[src/rtl/gpio_port_pkg.sv]
// Package: gpio_port_pkg
// Shared register selector encoding for the GPIO port controller.
// Assumes a two-bit register address bus.
package gpio_port_pkg;
    typedef enum logic [1:0] {
        SEL_DATA = 2'd0,
        SEL_DIR  = 2'd1,
        SEL_PIN  = 2'd2,
        SEL_PULL = 2'd3
    } reg_sel_e;
endpackage

[src/rtl/gpio_regfile.sv]
// Module: gpio_regfile
// Holds the output data, direction and pull-up registers.
// A clear request (power-on reset or hardware standby) zeroes them.
// A hold request (manual reset or software standby) blocks writes.
// Assumes the clear and hold requests are synchronous to clk.
module gpio_regfile
    import gpio_port_pkg::*;
#(
    parameter int W = 8
) (
    input  logic         clk,
    input  logic         rst_n,
    input  logic         clr,
    input  logic         hold,
    input  logic         wr_en,
    input  logic [1:0]   addr,
    input  logic [W-1:0] wdata,
    output logic [W-1:0] data_q,
    output logic [W-1:0] dir_q,
    output logic [W-1:0] pull_q
);
    logic wr_ok;

    // Writes count only when the registers are neither cleared nor held
    always_comb wr_ok = wr_en && !clr && !hold;

    // Output data register
    always_ff @(posedge clk) begin
        if (!rst_n || clr)
            data_q <= '0;
        else if (wr_ok && reg_sel_e'(addr) == SEL_DATA)
            data_q <= wdata;
    end

    // Direction register
    always_ff @(posedge clk) begin
        if (!rst_n || clr)
            dir_q <= '0;
        else if (wr_ok && reg_sel_e'(addr) == SEL_DIR)
            dir_q <= wdata;
    end

    // Pull-up enable register
    always_ff @(posedge clk) begin
        if (!rst_n || clr)
            pull_q <= '0;
        else if (wr_ok && reg_sel_e'(addr) == SEL_PULL)
            pull_q <= wdata;
    end
endmodule

[src/rtl/gpio_in_sampler.sv]
// Module: gpio_in_sampler
// Synchronises the asynchronous pad inputs through STAGES flops.
// It then captures the result into the pin view register, which stays
// unchanged while freeze is high. Everything clears on power-on reset.
// Assumes STAGES >= 1.
module gpio_in_sampler #(
    parameter int W      = 8,
    parameter int STAGES = 2
) (
    input  logic         clk,
    input  logic         rst_n,
    input  logic         freeze,
    input  logic [W-1:0] pad_in,
    output logic [W-1:0] pin_q
);
    logic [W-1:0] chain [STAGES];

    // First synchroniser stage
    always_ff @(posedge clk) begin
        if (!rst_n) chain[0] <= '0;
        else        chain[0] <= pad_in;
    end

    // Remaining synchroniser stages
    for (genvar s = 1; s < STAGES; s++) begin : g_sync
        always_ff @(posedge clk) begin
            if (!rst_n) chain[s] <= '0;
            else        chain[s] <= chain[s-1];
        end
    end

    // Pin view capture, frozen on request
    always_ff @(posedge clk) begin
        if (!rst_n)       pin_q <= '0;
        else if (!freeze) pin_q <= chain[STAGES-1];
    end
endmodule

[src/rtl/gpio_read_mux.sv]
// Module: gpio_read_mux
// Builds the per-bit port view and selects the read data.
// Purely combinational.
module gpio_read_mux
    import gpio_port_pkg::*;
#(
    parameter int W = 8
) (
    input  logic [1:0]   addr,
    input  logic [W-1:0] data_q,
    input  logic [W-1:0] dir_q,
    input  logic [W-1:0] pull_q,
    input  logic [W-1:0] pin_q,
    output logic [W-1:0] rdata
);
    logic [W-1:0] port_view;

    // Each bit shows latched data when the pin is an output, else the pin level
    for (genvar b = 0; b < W; b++) begin : g_bit
        always_comb port_view[b] = dir_q[b] ? data_q[b] : pin_q[b];
    end

    // Select the addressed register
    always_comb begin
        unique case (reg_sel_e'(addr))
            SEL_DATA: rdata = data_q;
            SEL_DIR:  rdata = dir_q;
            SEL_PIN:  rdata = port_view;
            SEL_PULL: rdata = pull_q;
            default:  rdata = '0;
        endcase
    end
endmodule

[src/rtl/gpio_port_ctrl.sv]
// Module: gpio_port_ctrl (top)
// W-pin bidirectional GPIO port with a register bus, two reset classes,
// pad input synchronisation and per-pin pull-up gating.
// Assumes all control inputs except pad_in are synchronous to clk.
module gpio_port_ctrl #(
    parameter int W           = 8,
    parameter int SYNC_STAGES = 2
) (
    input  logic         clk,
    input  logic         rst_n,
    input  logic         hw_stby,
    input  logic         man_rst,
    input  logic         sw_stby,
    input  logic         wr_en,
    input  logic [1:0]   addr,
    input  logic [W-1:0] wdata,
    output logic [W-1:0] rdata,
    input  logic [W-1:0] pad_in,
    output logic [W-1:0] pad_out,
    output logic [W-1:0] pad_oe,
    output logic [W-1:0] pad_pu
);
    logic         hold;
    logic         freeze;
    logic [W-1:0] data_q;
    logic [W-1:0] dir_q;
    logic [W-1:0] pull_q;
    logic [W-1:0] pin_q;

    // Retention class: manual reset or software standby
    always_comb hold = man_rst || sw_stby;
    // Hardware standby overrides the freeze so the pins stay visible
    always_comb freeze = hold && !hw_stby;

    gpio_regfile #(.W(W)) u_regs (
        .clk    (clk),
        .rst_n  (rst_n),
        .clr    (hw_stby),
        .hold   (hold),
        .wr_en  (wr_en),
        .addr   (addr),
        .wdata  (wdata),
        .data_q (data_q),
        .dir_q  (dir_q),
        .pull_q (pull_q)
    );

    gpio_in_sampler #(.W(W), .STAGES(SYNC_STAGES)) u_samp (
        .clk    (clk),
        .rst_n  (rst_n),
        .freeze (freeze),
        .pad_in (pad_in),
        .pin_q  (pin_q)
    );

    gpio_read_mux #(.W(W)) u_rmux (
        .addr   (addr),
        .data_q (data_q),
        .dir_q  (dir_q),
        .pull_q (pull_q),
        .pin_q  (pin_q),
        .rdata  (rdata)
    );

    // Pad drive: value, enable, and pull-up only on input pins
    always_comb begin
        pad_out = data_q;
        pad_oe  = dir_q;
        pad_pu  = pull_q & ~dir_q;
    end
endmodule

[config.mk]
export PLATFORM = sky130hd
export DESIGN_NAME = gpio_port_ctrl
export DESIGN_NICKNAME = d
export VERILOG_FILES = /design/src/rtl/gpio_port_pkg.sv /design/src/rtl/gpio_regfile.sv /design/src/rtl/gpio_in_sampler.sv /design/src/rtl/gpio_read_mux.sv /design/src/rtl/gpio_port_ctrl.sv
export SDC_FILE = /design/constraint.sdc
export NUM_CORES = 1
export LEC_CHECK = 0
export ABC_AREA = 1
export CORE_ASPECT_RATIO = 0.75
export CORE_MARGIN = 5
export CORE_UTILIZATION = 40
export DETAILED_ROUTE_END_ITERATION = 10
export DONT_BUFFER_PORTS = 1
export GPL_TIMING_DRIVEN = 0
export PLACE_DENSITY = 0.5
export SLEW_MARGIN = 20
export SYNTH_ARGS = -nofsm -noshare
export SYNTH_HDL_FRONTEND = slang
export SYNTH_SLANG_ARGS = --single-unit
[constraint.sdc]
create_clock -name clk -period 2.3 [get_ports clk]
set_clock_uncertainty 0.1 [all_clocks]
set_input_delay 0.46 -clock clk [delete_from_list [all_inputs] [get_ports clk]]
set_output_delay 0.46 -clock clk [all_outputs]
set_load 0.01 [all_outputs]
==> run summary, run 1 <==
The core area is 5300 um2. In the global route stage, overall resource usage came out at 0.171. The TritonCTS clock tree is built.

The cell count after synthesis came out at 326. The deepest level of the CTS H-tree came out at 2. In this run the most critical hold path is launched from pad_in[5].

The cell area after placement came out at 2250 um2. For this run, the post-layout net count is 357. Setup repair after global routing left no endpoint under its margin. Of the total power, the clock network draws 0.390.

The register-to-register setup slack is 1.36 ns. The power spent charging and discharging nets came out at 0.000378 W. CTS placed an instance of sky130_fd_sc_hd__clkbuf_8 at the clock tree root. The power density relative to cell area is 672 nW/um2.

The floorplan die area came out at 6970 um2. The most common library cell in the layout ignoring fill and taps is sky130_fd_sc_hd__nand2_1. The number of DRC violations after detailed-routing iteration 0 is 79. In this design, the stage delay of the slowest critical-path cell is 0.30 ns. The cell total after placement came out at 401.

The post-CTS setup-driven buffer insertion count came out at 0. The Yosys warning count came out at 0. The number of hold violations in the final report came to 0. Leaving out fill and tap cells, the most frequent cells in the layout are sky130_fd_sc_hd__nand2_1 (99), sky130_fd_sc_hd__nor2_1 (65), sky130_fd_sc_hd__inv_1 (61). The number of global-route vias before repair is 1,754.

For this configuration, the core starts out at a cell density of 0.407. Static timing analysis puts the maximum clock frequency at 546 MHz. Counting the buffers created by CTS gives 5. The part of the power in combinational logic is 0.064. The proportion of layout cells with a drive suffix above 1 came out at 0.0808. The finished layout holds 409 standard cells, fillers aside. For this design the static power due to leakage is 1.21 nW. The post-synthesis register bit count is 48. The maximum fanout encountered on the critical timing path came out at 10.

No sink is reached through more buffers than the 2 on the longest clock path. The end of the worst hold path is u_samp.chain[0][5]. The internal power consumption came out at 0.00121 W.

Counting every net in the synthesized netlist gives 350. The worst reg-to-reg path cell count is 4. The overall via count from detail_route is 1,851. Global routing finished with a remaining overflow of 0. The signal on the critical path passes through inv_2, nor2_4, buf_2, nand2_1, nand4_1. The number of vias per cell after detailed routing is 4.53.

The final setup violation count came out at 0. For this run, the register share of the synthesized area comes to 0.446. IR analysis of the VDD net gives a maximum drop of 0.282 mV. The final-report max-slew violation count is 0. After layout, the minimum clock period comes to 1.83 ns.

The area growth from synthesis to layout is 9.52%. In this run the critical register-to-register path is captured at u_regs.dir_q[6]. The congestion estimate from routability-driven global placement came to 0.790.

The post-detailed-placement half-perimeter wirelength is 3.96 mm. The clock-pin slew on the worst setup and hold paths is 0.09 ns. The number of instances on the worst hold path is 2. In this run the worst hold path is classified as in -> reg. STA classifies the critical path startpoint as an input pin. The antenna diode instance count came out at 0.

The critical path data arrival time came out at 1.27 ns. STA puts the critical path data required time at 1.74 ns. Of the available clock period, the critical path in the final layout requires 0.797.

The maximum number of pins on one net before global-route repair is 16. The count of nets left with antenna violations once routing finished came out at 0. The run finished with clean final reports.

The critical path is of the in -> out type. The summed area of non-filler cells in the final layout came out at 2360 um2. Max-cap violations in this run came to 0. The insertion delay of the later-clocked pin in the worst-skew pair is 0.30 ns. The final routed DRC violation total is 0.

The post-cts gate resize count came out at 0. The initial antenna violation count is 0. The die is 94.7 um wide. The share of total power dissipated in sequential elements is 0.546. The average wire per cell in the routed design came out at 13.5 um.

The total of hold buffers inserted after clock tree synthesis came out at 0. Adding up every negative setup slack in the final design gives 0 ns. The count of boundary I/O pins is 56. After synthesis the cells add up to 2150 um2. In this run the core area contains 23 standard-cell rows. The per-instance average area after synthesis is 6.61 um2.

The worst pin sits at a relative slew slack of 0.562. Before antenna repair, the detailed router went through 4 iterations. For the pin with the worst max-slew slack, the measured transition is 0.654 ns. Once layout is complete, the utilization of the core stands at 0.446. The number of sinks driven by the clock tree came out at 48. The worst hold-check slack came out at 0.149 ns. The distinct cell type count of the synthesized netlist came out at 18. Input and output buffers added on the ports amount to 0. The wire length after detailed routing is 5.52 mm. The reg-to-reg critical path startpoint is u_regs.dir_q[6]. The fraction of power spent switching nets came out at 0.239. The first-pass GRT wire length is 8.99 mm. The die extent in y came out at 73.6 um.

STA classifies the critical path endpoint as an output pin. The largest individual stage delay along the critical path comes from the cell sky130_fd_sc_hd__buf_2.
==> logic make-up (layout without fill, tap and decap cells) <==
logic type,count (synthesis),in the layout,share of synthesized area
buffers and inverters,72,80,0.132
AND/OR/NAND/NOR,190,190,0.376
AO/OA/AOI/OAI,16,16,0.0465
flip-flops,48,48,0.446
==> metal layers <==
metal	global-route usage	wire length, um	vias up
met1	0.232	2610	817
met5	0	0	-
li1	-	-	975
met3	0.0491	437	9
met2	0.266	2380	50
met4	0.0512	87	0
==> critical path: cells and delay by family <==
kind	cells	cell delay, ns
buffers and inverters	2	0.32
and+or+nand+nor	3	0.48
==> cell usage after synthesis (all sizes together) <==
cell type / instances / share of area
buf: 5 / 0.015
clkbuf: 2 / 0.0035
clkinv: 1 / 0.0023
dfxtp: 48 / 0.45
inv: 64 / 0.11
nand2: 100 / 0.18
nand3: 11 / 0.039
nand4: 8 / 0.023
nor2: 71 / 0.14
o211ai: 8 / 0.028
o21ai: 8 / 0.019
==> registers in the layout (all words and copies together) (netlist names) <==
register and cells:
u_samp.chain 16, u_regs.data_q 8, u_regs.dir_q 8, u_regs.pull_q 8, u_samp.pin_q 8
==> per-stage QoR <==
stage          worst slack [ns]  power [W]
3_3_place_gp              0.466   0.000988
6_report                  0.468    0.00158
4_1_cts                   0.452    0.00160
2_1_floorplan             0.721   0.000959
5_1_grt                   0.388    0.00165
3_5_place_dp              0.454   0.000989
==> layout make-up <==
cell class                 count  area (um2)
clock inverter                 3        42.5
fill                         580        2940
inverter                      65         245
clock buffer                   5        68.8
tap                           75        93.8
buffer                         7        38.8
sequential                    48         961
multi-input combinational    206         910
==> worst max-delay path by stage <==
stage	startpoint	end	slack, ns	cells after the start
after global routing	addr[0]	rdata[5]	0.39	5
after floorplan	addr[0]	rdata[7]	0.72	5
after detailed placement	addr[0]	rdata[4]	0.45	5
final	addr[0]	rdata[4]	0.47	5
after CTS	addr[0]	rdata[4]	0.45	5
after global placement	addr[0]	rdata[4]	0.47	5
==> power groups by stage <==
stage,clock network [W],registers (W),logic [W]
2_1_floorplan,0,0.000881,0.0000776
3_3_place_gp,0,0.000885,0.000102
3_5_place_dp,0,0.000886,0.000104
4_1_cts,0.000626,0.000866,0.000104
5_1_grt,0.000665,0.000869,0.000118
6_report,0.000618,0.000866,0.000101
Note: power is estimated with default switching activity, not from simulation.
==> run 2, diff against run 1 <==
==> constraint.sdc (replaced) <==
create_clock -name clk -period 1.7 [get_ports clk]
set_clock_uncertainty 0.1 [all_clocks]
set_input_delay 0.34 -clock clk [delete_from_list [all_inputs] [get_ports clk]]
set_output_delay 0.34 -clock clk [all_outputs]
set_load 0.01 [all_outputs]
==> run 2 against run 1 <==
Compared with the run above: critical path depth down 2; flip-flop and latch count unchanged; first-iteration DRC count unchanged; routed wire length is 0.27% higher; register-to-register slack worse by 0.57 ns; clock power rose by 35%; sequential power rose by 35%; setup slack got worse by 0.37 ns; largest cell class unchanged; highest routed layer unchanged.
==> run summary, run 2 (same netlist as run 1, synthesis figures left out) <==
The CTS root buffer is sky130_fd_sc_hd__clkbuf_8. The relative contribution of the clock network to total power is 0.390 (about the same). The maximum number of pins on one net before global-route repair came out at 16 (unchanged). The final routed DRC violation total came out at 0 (unchanged).

Leaving out fill and tap cells, the most frequent cell in the layout is sky130_fd_sc_hd__nand2_1. The worst-case setup slack after placement was 0.0938 ns (-0.360 ns). The power density relative to cell area was 907 nW/um2 (+35%). STA classifies the critical path startpoint as a flop. The maximum fanout encountered on the critical timing path came out at 6 (-4). The final-report max-slew violation count came out at 0 (unchanged). The count of input and output buffers is 0 (unchanged).

The data required time of the critical path is 1.26 ns (-0.48 ns). The flow ran to the end, and the final reports show no timing, DRC or antenna violations. The total of hold buffers inserted after clock tree synthesis is 0 (unchanged). The total number of placement rows is 23 (unchanged). TritonCTS built the clock tree. The fraction of power spent switching nets is 0.239 (about the same). The post-detailed-placement half-perimeter wirelength is 3.96 mm (unchanged). The number of hold violations in the final report came out at 0 (unchanged).

Counting flops per register, the top entry is u_samp.chain. The proportion of layout cells with a drive suffix above 1 is 0.0928 (+0.0120). The largest voltage drop on the vdd net is 0.382 mV (+35%). The length of the first detailed-routing pass in iterations came to 4 (unchanged). The wire length after detailed routing came out at 5.53 mm (+0.27%).

Dividing the final minimum period by the clock period gives 0.943. The combined global-route utilization of all metal layers came out at 0.171 (unchanged). The width of the chip came out at 94.7 um (unchanged).

The initial antenna violation count came out at 0 (unchanged). The headroom to the max-slew limit came out at 0.553 (-0.00932). The average wire per cell in the routed design is 13.5 um (+0.27%).

The antenna diode instance count came to 0 (unchanged). The summed negative setup slack over all endpoints is 0 ns (unchanged). The final global-route overflow total is 0 (unchanged). The post-route worst setup slack is 0.0976 ns (-0.370 ns). The number of DRC violations after detailed-routing iteration 0 is 79 (unchanged). The worst setup path is captured at an output pin.

In the layout the commonest cells are sky130_fd_sc_hd__nand2_1 (99), sky130_fd_sc_hd__nor2_1 (65), sky130_fd_sc_hd__inv_1 (61). The number of sinks driven by the clock tree is 48 (unchanged). The number of nets at the end of the flow came to 357 (unchanged). The antenna violation net count after detailed routing is 0 (unchanged).

The floorplan die area came out at 6970 um2 (unchanged). The effective utilization at floorplan is 0.407 (unchanged). The deepest clock path buffer count is 2 (unchanged). The final weighted congestion in routability-driven placement is 0.790 (unchanged). In this run the most used layer during global routing was met2. The min-delay analysis places its worst path in the category in -> reg.

The sequential power share came out at 0.546 (about the same). The area growth from synthesis to layout came out at 9.76%. The measured slew at the worst slew-check pin came out at 0.668 ns (+0.0139 ns).

The number of vias per cell after detailed routing is 4.56 (+0.81%). The count of boundary I/O pins came out at 56 (unchanged). Setup repair after global routing left no endpoint under its margin. The number of max-capacitance violations reported was 0 (unchanged).

The clock buffer count from CTS came out at 5 (unchanged). The number of flip-flops in the largest register came out at 16 (unchanged). The part of the power in combinational logic came out at 0.064 (about the same). The routing usage on met2 is 0.266 (unchanged). Timing would allow up to 624 MHz. The clock-pin slew on the worst setup and hold paths was 0.09 ns (about the same). The final setup violation count is 0 (unchanged). The number of global-route vias before repair came out at 1,754 (unchanged). The critical path data arrival time was 1.16 ns (-0.11 ns). The overall via count from detail_route came out at 1,866 (+0.81%). The setup path with the least slack is of type reg -> out. The die extent in y came out at 73.6 um (unchanged).

The post-layout minimum cycle time came out at 1.60 ns. The insertion delay of the later-clocked pin in the worst-skew pair came out at 0.30 ns (about the same). The core area came out at 5300 um2 (unchanged). The first-pass GRT wire length is 8.99 mm (unchanged). The met1 track utilization from global routing came out at 0.232 (unchanged). The deepest level of the CTS H-tree came out at 2 (unchanged). The power spent charging and discharging nets came out at 0.000513 W (+35%). The static power due to leakage came to 1.21 nW (+0.17%). The internal power consumption is 0.00163 W (+35%).

The met3 global-route usage came out at 0.0491 (unchanged).
==> run 2: cell counts in the layout (fill, tap and decap cells not counted) <==
No cell type changed its count.
==> run 2: per-stage QoR <==
stage          cells   util  hold slack (ns)  area (um2)  total power (W)
2_1_floorplan    326      -            0.290        2150          0.00130
3_3_place_gp     401  0.425            0.293        2250          0.00134
3_5_place_dp     401  0.425            0.298        2250          0.00134
4_1_cts          409  0.446           0.0232        2360          0.00216
5_1_grt          409  0.447           0.0205        2360          0.00223
6_report         409  0.447           0.0299        2360          0.00214
==> run 2: metal layers <==
layer  up-vias  share of wire
met4         0          0.016
li1        976              -
met3         9          0.082
met2        57           0.43
met5         -              0
met1       824           0.47
==> run 2: path summary, 6_finish.rpt <==
path	slack, ns	endpoint	startpoint	cells after the start
worst min register to register	0.32	u_samp.chain[1][7]	u_samp.chain[0][7]	2
worst max-delay path	0.1	rdata[7]	u_regs.dir_q[7]	3
worst max register to register	0.79	u_regs.dir_q[1]	u_regs.dir_q[1]	4
worst min-delay path	0.03	u_samp.chain[0][5]	pad_in[5]	2
==> run 2: power groups by stage <==
stage / Sequential [W] / Clock, W / Combinational, W
CTS: 0.00117 / 0.000847 / 0.000140
detailed placement: 0.00120 / 0 / 0.000140
global placement: 0.00120 / 0 / 0.000138
global route: 0.00118 / 0.000899 / 0.000159
floorplan: 0.00119 / 0 / 0.000105
finish: 0.00117 / 0.000836 / 0.000137
==> run 2: layout make-up <==
class / instances / area, um2
plain buffers: 7 / 38.8
flip-flops and latches: 48 / 966
clock buffers: 5 / 68.8
fillers: 581 / 2930
well taps: 75 / 93.8
clock inverters: 3 / 42.5
inverters: 65 / 245
multi-input cells: 206 / 910
==> run 2: critical path: stages (launching register included) <==
cell and delay (ns):
sky130_fd_sc_hd__dfxtp_1 0.50, sky130_fd_sc_hd__nand2_1 0.09, sky130_fd_sc_hd__o211ai_1 0.10, sky130_fd_sc_hd__nand4_1 0.17
==> run 2: what timing repair did <==
action | CTS | global route
gates resized for setup | 0 | 4
buffers inserted | 0 | 0
endpoints found under the setup margin | 0 | 3
